### src/rtl/dsk_pkg.sv
package dsk_pkg;

    localparam logic [7:0] CMD_STEP_IN  = 8'h01;
    localparam logic [7:0] CMD_STEP_OUT = 8'h02;
    localparam logic [7:0] CMD_QUERY_T0 = 8'h03;
    localparam logic [7:0] CMD_READ     = 8'h10;
    localparam logic [7:0] CMD_WRITE    = 8'h11;

    localparam logic [7:0] RSP_ACK = 8'h06;
    localparam logic [7:0] RSP_NAK = 8'h15;

    localparam logic [15:0] CRC_POLY = 16'h1021;
    localparam logic [15:0] CRC_INIT = 16'hFFFF;

    typedef enum logic [2:0] {
        PS_CMD,
        PS_LEN,
        PS_DATA,
        PS_CRC_HI,
        PS_CRC_LO
    } parse_st_e;

    // One byte folded into the running CRC, most significant bit first.
    function automatic logic [15:0] crc16_step(input logic [15:0] c_in, input logic [7:0] b);
        logic [15:0] c;
        c = c_in ^ {b, 8'h00};
        for (int i = 0; i < 8; i++) begin
            if (c[15]) c = {c[14:0], 1'b0} ^ CRC_POLY;
            else       c = {c[14:0], 1'b0};
        end
        return c;
    endfunction

endpackage

### src/rtl/dsk_rx_parser.sv
module dsk_rx_parser
    import dsk_pkg::*;
#(
    parameter int TIMEOUT = 4096
) (
    input  logic       clk,
    input  logic       rst_n,
    input  logic [7:0] rx_data,
    input  logic       rx_valid,
    output logic [7:0] pl_data,
    output logic       pl_valid,
    output logic       done_ok,
    output logic       done_bad,
    output logic [7:0] frame_cmd
);

    localparam int TOW = $clog2(TIMEOUT + 1);
    localparam logic [TOW-1:0] IDLE_LAST = TOW'(TIMEOUT - 1);

    typedef struct packed {
        parse_st_e      st;
        logic [7:0]     cmd;
        logic [7:0]     remain;
        logic [15:0]    crc;
        logic [7:0]     crc_hi;
        logic [TOW-1:0] idle;
        logic [7:0]     pl_data;
        logic           pl_valid;
        logic           ok;
        logic           bad;
    } prs_t;

    prs_t prs_d, prs_q;

    always_comb begin
        prs_d          = prs_q;
        prs_d.pl_valid = 1'b0;
        prs_d.ok       = 1'b0;
        prs_d.bad      = 1'b0;
        if (rx_valid) begin
            prs_d.idle = '0;
            case (prs_q.st)
                PS_CMD: begin
                    prs_d.cmd = rx_data;
                    prs_d.crc = crc16_step(CRC_INIT, rx_data);
                    prs_d.st  = PS_LEN;
                end
                PS_LEN: begin
                    prs_d.remain = rx_data;
                    prs_d.crc    = crc16_step(prs_q.crc, rx_data);
                    prs_d.st     = (rx_data == 8'd0) ? PS_CRC_HI : PS_DATA;
                end
                PS_DATA: begin
                    prs_d.pl_data  = rx_data;
                    prs_d.pl_valid = 1'b1;
                    prs_d.crc      = crc16_step(prs_q.crc, rx_data);
                    prs_d.remain   = prs_q.remain - 8'd1;
                    if (prs_q.remain == 8'd1) prs_d.st = PS_CRC_HI;
                end
                PS_CRC_HI: begin
                    prs_d.crc_hi = rx_data;
                    prs_d.st     = PS_CRC_LO;
                end
                PS_CRC_LO: begin
                    if ({prs_q.crc_hi, rx_data} == prs_q.crc) prs_d.ok  = 1'b1;
                    else                                      prs_d.bad = 1'b1;
                    prs_d.st = PS_CMD;
                end
                default: prs_d.st = PS_CMD;
            endcase
        end else if (prs_q.st != PS_CMD) begin
            if (prs_q.idle == IDLE_LAST) begin
                prs_d.st   = PS_CMD;
                prs_d.idle = '0;
            end else begin
                prs_d.idle = prs_q.idle + 1'b1;
            end
        end
    end

    always_ff @(posedge clk) begin
        if (!rst_n) begin
            prs_q <= '{st: PS_CMD, default: '0};
        end else begin
            prs_q <= prs_d;
        end
    end

    assign pl_data   = prs_q.pl_data;
    assign pl_valid  = prs_q.pl_valid;
    assign done_ok   = prs_q.ok;
    assign done_bad  = prs_q.bad;
    assign frame_cmd = prs_q.cmd;

    // a stalled partial frame is abandoned once the idle window runs out
    a_r9_timeout_abort: assert property (@(posedge clk) disable iff (!rst_n)
        (prs_q.st != PS_CMD && !rx_valid && prs_q.idle == IDLE_LAST) |=> prs_q.st == PS_CMD);

    // idle counter never passes the window
    a_r9_idle_bound: assert property (@(posedge clk) disable iff (!rst_n)
        prs_q.idle <= IDLE_LAST);

    // a frame is never both good and bad
    a_r2_verdict_excl: assert property (@(posedge clk) disable iff (!rst_n)
        !(done_ok && done_bad));

    // payload bytes only come out while data bytes are arriving
    a_r3_pl_after_data: assert property (@(posedge clk) disable iff (!rst_n)
        (rx_valid && prs_q.st == PS_DATA) |=> pl_valid);

endmodule

### src/rtl/dsk_head_track.sv
module dsk_head_track #(
    parameter int TRACKS = 80
) (
    input  logic                      clk,
    input  logic                      rst_n,
    input  logic                      step_in,
    input  logic                      step_out,
    output logic [$clog2(TRACKS)-1:0] pos,
    output logic                      at_zero
);

    localparam int TW = $clog2(TRACKS);
    localparam logic [TW-1:0] TOP = TW'(TRACKS - 1);

    logic [TW-1:0] pos_d, pos_q;

    always_comb begin
        pos_d = pos_q;
        if (step_in && !step_out && pos_q != TOP)
            pos_d = pos_q + 1'b1;
        else if (step_out && !step_in && pos_q != '0)
            pos_d = pos_q - 1'b1;
    end

    always_ff @(posedge clk) begin
        if (!rst_n) pos_q <= '0;
        else        pos_q <= pos_d;
    end

    assign pos     = pos_q;
    assign at_zero = (pos_q == '0);

    // step in at the top track keeps the position
    a_r4_sat_top: assert property (@(posedge clk) disable iff (!rst_n)
        (step_in && !step_out && pos_q == TOP) |=> pos_q == TOP);

    // step out at track zero keeps the position
    a_r5_sat_zero: assert property (@(posedge clk) disable iff (!rst_n)
        (step_out && !step_in && pos_q == '0) |=> pos_q == '0);

    // position stays within the drive
    a_r4_in_range: assert property (@(posedge clk) disable iff (!rst_n)
        pos_q <= TOP);

    // without a step request the position holds
    a_r2_hold_idle: assert property (@(posedge clk) disable iff (!rst_n)
        (!step_in && !step_out) |=> $stable(pos_q));

endmodule

### src/rtl/dsk_tx_reply.sv
module dsk_tx_reply (
    input  logic       clk,
    input  logic       rst_n,
    input  logic       load,
    input  logic [7:0] byte0,
    input  logic [7:0] byte1,
    input  logic       two,
    input  logic       tx_ready,
    output logic [7:0] tx_data,
    output logic       tx_valid
);

    typedef struct packed {
        logic [7:0] b0;
        logic [7:0] b1;
        logic [1:0] cnt;
    } rep_t;

    rep_t rep_d, rep_q;

    always_comb begin
        rep_d = rep_q;
        if (rep_q.cnt != 2'd0) begin
            if (tx_ready) begin
                rep_d.b0  = rep_q.b1;
                rep_d.cnt = rep_q.cnt - 2'd1;
            end
        end else if (load) begin
            rep_d.b0  = byte0;
            rep_d.b1  = byte1;
            rep_d.cnt = two ? 2'd2 : 2'd1;
        end
    end

    always_ff @(posedge clk) begin
        if (!rst_n) rep_q <= '0;
        else        rep_q <= rep_d;
    end

    assign tx_valid = (rep_q.cnt != 2'd0);
    assign tx_data  = rep_q.b0;

    // a waiting reply byte is held steady
    a_r10_hold: assert property (@(posedge clk) disable iff (!rst_n)
        (tx_valid && !tx_ready) |=> (tx_valid && $stable(tx_data)));

endmodule

### src/rtl/dsk_cmd_engine.sv
module dsk_cmd_engine
    import dsk_pkg::*;
#(
    parameter int TRACKS  = 80,
    parameter int TIMEOUT = 4096
) (
    input  logic                      clk,
    input  logic                      rst_n,
    input  logic [7:0]                rx_data,
    input  logic                      rx_valid,
    output logic [7:0]                tx_data,
    output logic                      tx_valid,
    input  logic                      tx_ready,
    output logic [7:0]                pl_data,
    output logic                      pl_valid,
    output logic                      stb_step_in,
    output logic                      stb_step_out,
    output logic                      stb_read,
    output logic                      stb_write,
    output logic [$clog2(TRACKS)-1:0] head_track,
    output logic                      head_at_zero
);

    logic       done_ok, done_bad;
    logic [7:0] frame_cmd;
    logic       known;
    logic       rep_load, rep_two;
    logic [7:0] rep_b0, rep_b1;

    dsk_rx_parser #(.TIMEOUT(TIMEOUT)) u_parser (
        .clk       (clk),
        .rst_n     (rst_n),
        .rx_data   (rx_data),
        .rx_valid  (rx_valid),
        .pl_data   (pl_data),
        .pl_valid  (pl_valid),
        .done_ok   (done_ok),
        .done_bad  (done_bad),
        .frame_cmd (frame_cmd)
    );

    always_comb begin
        stb_step_in  = done_ok && (frame_cmd == CMD_STEP_IN);
        stb_step_out = done_ok && (frame_cmd == CMD_STEP_OUT);
        stb_read     = done_ok && (frame_cmd == CMD_READ);
        stb_write    = done_ok && (frame_cmd == CMD_WRITE);
        known        = stb_step_in || stb_step_out || stb_read || stb_write
                    || (frame_cmd == CMD_QUERY_T0);
        rep_load     = done_ok || done_bad;
        rep_b0       = (done_ok && known) ? RSP_ACK : RSP_NAK;
        rep_two      = done_ok && (frame_cmd == CMD_QUERY_T0);
        rep_b1       = {7'd0, head_at_zero};
    end

    dsk_head_track #(.TRACKS(TRACKS)) u_head (
        .clk      (clk),
        .rst_n    (rst_n),
        .step_in  (stb_step_in),
        .step_out (stb_step_out),
        .pos      (head_track),
        .at_zero  (head_at_zero)
    );

    dsk_tx_reply u_reply (
        .clk      (clk),
        .rst_n    (rst_n),
        .load     (rep_load),
        .byte0    (rep_b0),
        .byte1    (rep_b1),
        .two      (rep_two),
        .tx_ready (tx_ready),
        .tx_data  (tx_data),
        .tx_valid (tx_valid)
    );

    // at most one command strobe per cycle
    a_r8_strobe_onehot: assert property (@(posedge clk) disable iff (!rst_n)
        $onehot0({stb_step_in, stb_step_out, stb_read, stb_write}));

    // a strobe is always followed by a reply
    a_r7_strobe_replied: assert property (@(posedge clk) disable iff (!rst_n)
        (stb_read || stb_write) && !tx_valid |=> tx_valid);

endmodule

### config.mk
export PLATFORM = sky130hd
export DESIGN_NAME = dsk_cmd_engine
export DESIGN_NICKNAME = d
export VERILOG_FILES = /design/src/rtl/dsk_pkg.sv /design/src/rtl/dsk_rx_parser.sv /design/src/rtl/dsk_head_track.sv /design/src/rtl/dsk_tx_reply.sv /design/src/rtl/dsk_cmd_engine.sv
export SDC_FILE = /design/constraint.sdc
export NUM_CORES = 1
export LEC_CHECK = 0
export ABC_CLOCK_PERIOD_IN_PS = 5300
export BUFFER_PORTS_ARGS = -buffer_cell sky130_fd_sc_hd__buf_2
export CAP_MARGIN = 30
export CORE_MARGIN = 4
export CORE_UTILIZATION = 64
export DETAILED_ROUTE_END_ITERATION = 16
export PLACE_DENSITY = 0.95
export SLEW_MARGIN = 25
export SYNTH_ARGS = -nofsm -noshare
export SYNTH_HDL_FRONTEND = slang
export SYNTH_SLANG_ARGS = --single-unit
### constraint.sdc
create_clock -name clk -period 5.3 [get_ports clk]
set_clock_uncertainty 0.15 [all_clocks]
set_input_delay 1.06 -clock clk [delete_from_list [all_inputs] [get_ports clk]]
set_output_delay 1.06 -clock clk [all_outputs]
set_load 0.01 [all_outputs]
==> results.rst <==
.. list-table::
   :header-rows: 1

   * - Metric
     - Value
   * - End point of the worst hold path
     - u_parser.prs_q[23]
   * - Syn_area_per_cell
     - 7.94 sq um
   * - Aggregate global-route resource usage
     - 26.8%
   * - Switching Power
     - 439 uW
   * - Multi-input gate area in the final layout
     - 0.00266 sq mm
   * - Number of different library cells in the post-synthesis netlist
     - 64
   * - Count of flip-flops with a built-in enable after synthesis
     - 0
   * - Maximum number of pins on one net before global-route repair
     - 35
   * - Total die area
     - 0.00858 sq mm
   * - Die W
     - 92.6 microns
   * - Routability congestion estimate
     - 0.878
   * - Critical Path Sink Type
     - flop
   * - Final setup violation count
     - 0
   * - TritonRoute pass-1 iters
     - 5
   * - Part of the total power dissipated in sequential elements
     - 46.6%
   * - Worst-case reg-to-reg path depth
     - 10
   * - Initial antenna violation count
     - 0
   * - Internal
     - 1000 uW
   * - Vias in the first global route
     - 3895
   * - Placement row count
     - 30
   * - # Post-CTS Setup Buffers
     - 0
   * - Nature of the critical path startpoint
     - flop
   * - Post-CTS Hold Fix Bufs
     - 0
   * - Worst-case headroom to the max-slew limit
     - 42.4%
   * - Commonest cells after routing, fill and taps aside
     - sky130_fd_sc_hd__nand2_1, sky130_fd_sc_hd__dfxtp_1, sky130_fd_sc_hd__a21oi_1
   * - Detailed placement HPWL
     - 7.68 mm
   * - Number of buffers created by CTS
     - 9
   * - Share of layout cells above drive strength 1
     - 12.6%
   * - Number of antenna repair diodes
     - 0
   * - Class of the tightest hold or removal check
     - flop to flop
   * - Maximum count of clock buffers along a single path
     - 2
   * - Number of register bits inferred by synthesis
     - 81
   * - I/O pin cnt
     - 42
   * - Share of the yosys chip area belonging to registers
     - 35.4%
   * - Hold path cells
     - 2
   * - Synth-to-layout area growth
     - 6.39%
   * - Worst path required time
     - 5.45 ns
   * - Number of vias after detailed routing
     - 4205
   * - Transition time at the pin with the least slew margin
     - 0.863 ns
   * - Synth warnings
     - 0
   * - Count of input and output buffers
     - 37
   * - Power Density
     - 296 mW/mm^2
   * - Hold Vio Cnt, Final
     - 0
   * - Area inside the core boundary
     - 0.00687 sq mm
   * - Total negative setup slack
     - 0 ns
   * - Run status
     - complete, no violations
   * - Number of sinks handled by clock tree synthesis
     - 81
   * - Ratio of routed vias to standard cells
     - 6.17
   * - Drt first-iter violations
     - 398
   * - Most common library cell in the layout ignoring fill and taps
     - sky130_fd_sc_hd__nand2_1
   * - Gates resized, CTS repair
     - 0
   * - Clock tree from TritonCTS
     - yes
   * - Post-synth top area cell
     - sky130_fd_sc_hd__dfxtp_1
   * - Global-route congestion overflow total
     - 0
   * - Routed length per placed instance
     - 16.5 microns
   * - End of the worst register-to-register path
     - u_head.pos[5]
   * - Final slew viol count
     - 0
   * - Post-Route WL
     - 11.3 mm
   * - CTS Root Cell
     - sky130_fd_sc_hd__clkbuf_8
   * - Type of the worst setup path
     - flop to flop
   * - Maximum capacitance violations
     - 0
   * - Number of nets in the layout
     - 603
   * - Most used flip-flop cell after synthesis
     - sky130_fd_sc_hd__dfxtp_1
   * - H-tree level count
     - 3
   * - Worst Hold Launch
     - u_parser.prs_q[23]
   * - Sequential Area
     - 0.00162 sq mm
   * - Final worst path period share
     - 61.9%
   * - Clock period minus final worst setup slack
     - 3.28 ns
   * - Signal arrival time at the worst endpoint
     - 3.43 ns
   * - Max Clk Rate
     - 0.305 GHz
   * - Die extent in y
     - 92.6 microns
   * - Final std cells w/o fill
     - 682
   * - Worst skew pair latency
     - 0.37 ns
   * - Origin of the critical flop-to-flop path
     - u_parser.frame_cmd[7]
   * - Dominant cells by area after synthesis
     - sky130_fd_sc_hd__dfxtp_1, sky130_fd_sc_hd__nand2_1, sky130_fd_sc_hd__xor2_1, sky130_fd_sc_hd__xnor2_1, sky130_fd_sc_hd__a21oi_1
   * - Fraction of power spent switching nets
     - 30.4%
   * - Mapped cell area
     - 0.00458 sq mm
   * - Combinational power share
     - 16.5%
   * - Cell Count Post-Placement
     - 665
   * - Clk slew on worst S/H paths
     - 0.09 ns
   * - Largest fanout on the critical path
     - 13
   * - Number of fill cells in the layout
     - 524
   * - DRC violations left
     - 0
   * - Async set-or-reset flop fraction in the synthesized netlist
     - 0%
   * - Gate count after technology mapping
     - 577
   * - Share of total power in the clock network
     - 36.9%
   * - VDD IR-drop max
     - 0.000198 V
   * - Remaining number of nets flagged by the antenna check after routing
     - 0
   * - Unrepaired setup endpoints after global routing
     - false
   * - Share of the synthesized area in the top cell type
     - 35.4%
   * - Flop-to-flop setup slack
     - 2.02 ns
   * - Leakage dissipation
     - 0.00189 uW
   * - Wire length of the first global-routing pass
     - 18.6 mm
   * - Effective utilization at floorplan
     - 66.7%
## cell usage after synthesis, types with 4 or more instances
cell                       count
sky130_fd_sc_hd__dfxtp_1      81
sky130_fd_sc_hd__nor2_1       49
sky130_fd_sc_hd__xor2_1       33
sky130_fd_sc_hd__nor3_1       17
sky130_fd_sc_hd__buf_2         7
sky130_fd_sc_hd__nor4_1        7
sky130_fd_sc_hd__a211oi_1      4
sky130_fd_sc_hd__a31oi_1       7
sky130_fd_sc_hd__nand2b_1      6
sky130_fd_sc_hd__buf_4        16
sky130_fd_sc_hd__ha_1          9
sky130_fd_sc_hd__nand2_1      92
sky130_fd_sc_hd__o21ai_0      24
sky130_fd_sc_hd__o22ai_1       6
sky130_fd_sc_hd__mux2i_1       7
sky130_fd_sc_hd__nand4_1       8
sky130_fd_sc_hd__or3_1         6
sky130_fd_sc_hd__and3_1        5
sky130_fd_sc_hd__nand3_1      17
sky130_fd_sc_hd__inv_1         9
sky130_fd_sc_hd__clkbuf_1     24
sky130_fd_sc_hd__xnor2_1      30
sky130_fd_sc_hd__a21oi_1      52
## cells by family (layout without fill, tap and decap cells)
| logic type | count (synthesis) | after routing | share of synthesized area (%) |
|---|---|---|---|
| AOI/OAI and AO/OA | 120 | 120 | 15.8 |
| xor gates and xnor gates | 63 | 63 | 12.0 |
| DFF | 81 | 81 | 35.4 |
| buffers and inverters | 60 | 66 | 6.80 |
| and+or+nand+nor | 233 | 233 | 25.0 |
| other | 1 | 4 | 0.0818 |
| muxes | 9 | 9 | 2.02 |
| adders and majority gates | 10 | 10 | 2.89 |
## worst max-delay path, stage by stage (launching register included)
cell and delay [ns]:
sky130_fd_sc_hd__dfxtp_1 0.35, sky130_fd_sc_hd__nor4_2 0.37, sky130_fd_sc_hd__nand3_1 0.17, sky130_fd_sc_hd__a41oi_2 0.41, sky130_fd_sc_hd__inv_2 0.23, sky130_fd_sc_hd__ha_1 0.43, sky130_fd_sc_hd__o21ai_0 0.12, sky130_fd_sc_hd__or4b_2 0.61
sky130_fd_sc_hd__o2111ai_1 0.10, sky130_fd_sc_hd__o21ai_0 0.11, sky130_fd_sc_hd__a21oi_1 0.16
## state kept, by name, summed over array words and instances, names as in the netlist
name / count
u_head.pos: 7
u_parser.done_bad: 1
u_parser.done_ok: 1
u_parser.frame_cmd: 8
u_parser.pl_data: 8
u_parser.pl_valid: 1
u_parser.prs_q: 48
u_reply.rep_q: 3
u_reply.tx_data: 4
## metal layers
layer / up-vias / global-route usage [%] / part of all wire [%]
met5: - / 0 / 0
met4: 0 / 14.7 / 3.5
met3: 43 / 4.63 / 7.1
met2: 202 / 45.0 / 50
met1: 1977 / 32.7 / 40
li1: 1983 / - / -
## area by class of cell
class,instances,area share (%)
sequential,81,33.3
clock inverter,7,2.18
multi-input combinational,439,54.6
clock buffer,9,2.54
tap,96,2.46
inverter,10,0.770
timing repair buffer,40,4.21
## power groups by stage
stage / combinational (uW) / sequential (uW) / clock (uW)
finish: 239 / 672 / 532
global route: 262 / 675 / 560
CTS: 233 / 670 / 538
detailed placement: 229 / 685 / 0
global placement: 219 / 682 / 0
floorplan: 205 / 666 / 0
## worst max-delay path by stage
| stage | end | slack, ns | startpoint |
|---|---|---|---|
| 6_report | u_head.pos[5] | 2.02 | u_parser.frame_cmd[7] |
| 5_1_grt | u_head.pos[5] | 1.82 | u_parser.frame_cmd[7] |
| 4_1_cts | u_head.pos[5] | 2.02 | u_parser.frame_cmd[7] |
| 3_5_place_dp | u_head.pos[5] | 2.07 | u_parser.frame_cmd[7] |
| 3_3_place_gp | u_head.pos[5] | 2.25 | u_parser.frame_cmd[7] |
| 2_1_floorplan | u_head.pos[5] | 2.44 | u_parser.frame_cmd[7] |
## per-stage QoR
step	util, %	area, sq um	setup WS [ns]	total power, uW	hold WS (ns)
2_1_floorplan	-	4590	2.44	870	0.257
3_3_place_gp	67.5	4640	2.25	902	0.267
3_5_place_dp	67.5	4640	2.07	914	0.282
4_1_cts	70.9	4870	2.02	1440	0.296
5_1_grt	71.0	4870	1.82	1500	0.320
6_report	71.0	4870	2.02	1440	0.293
Note: power is estimated with default switching activity, not from simulation.
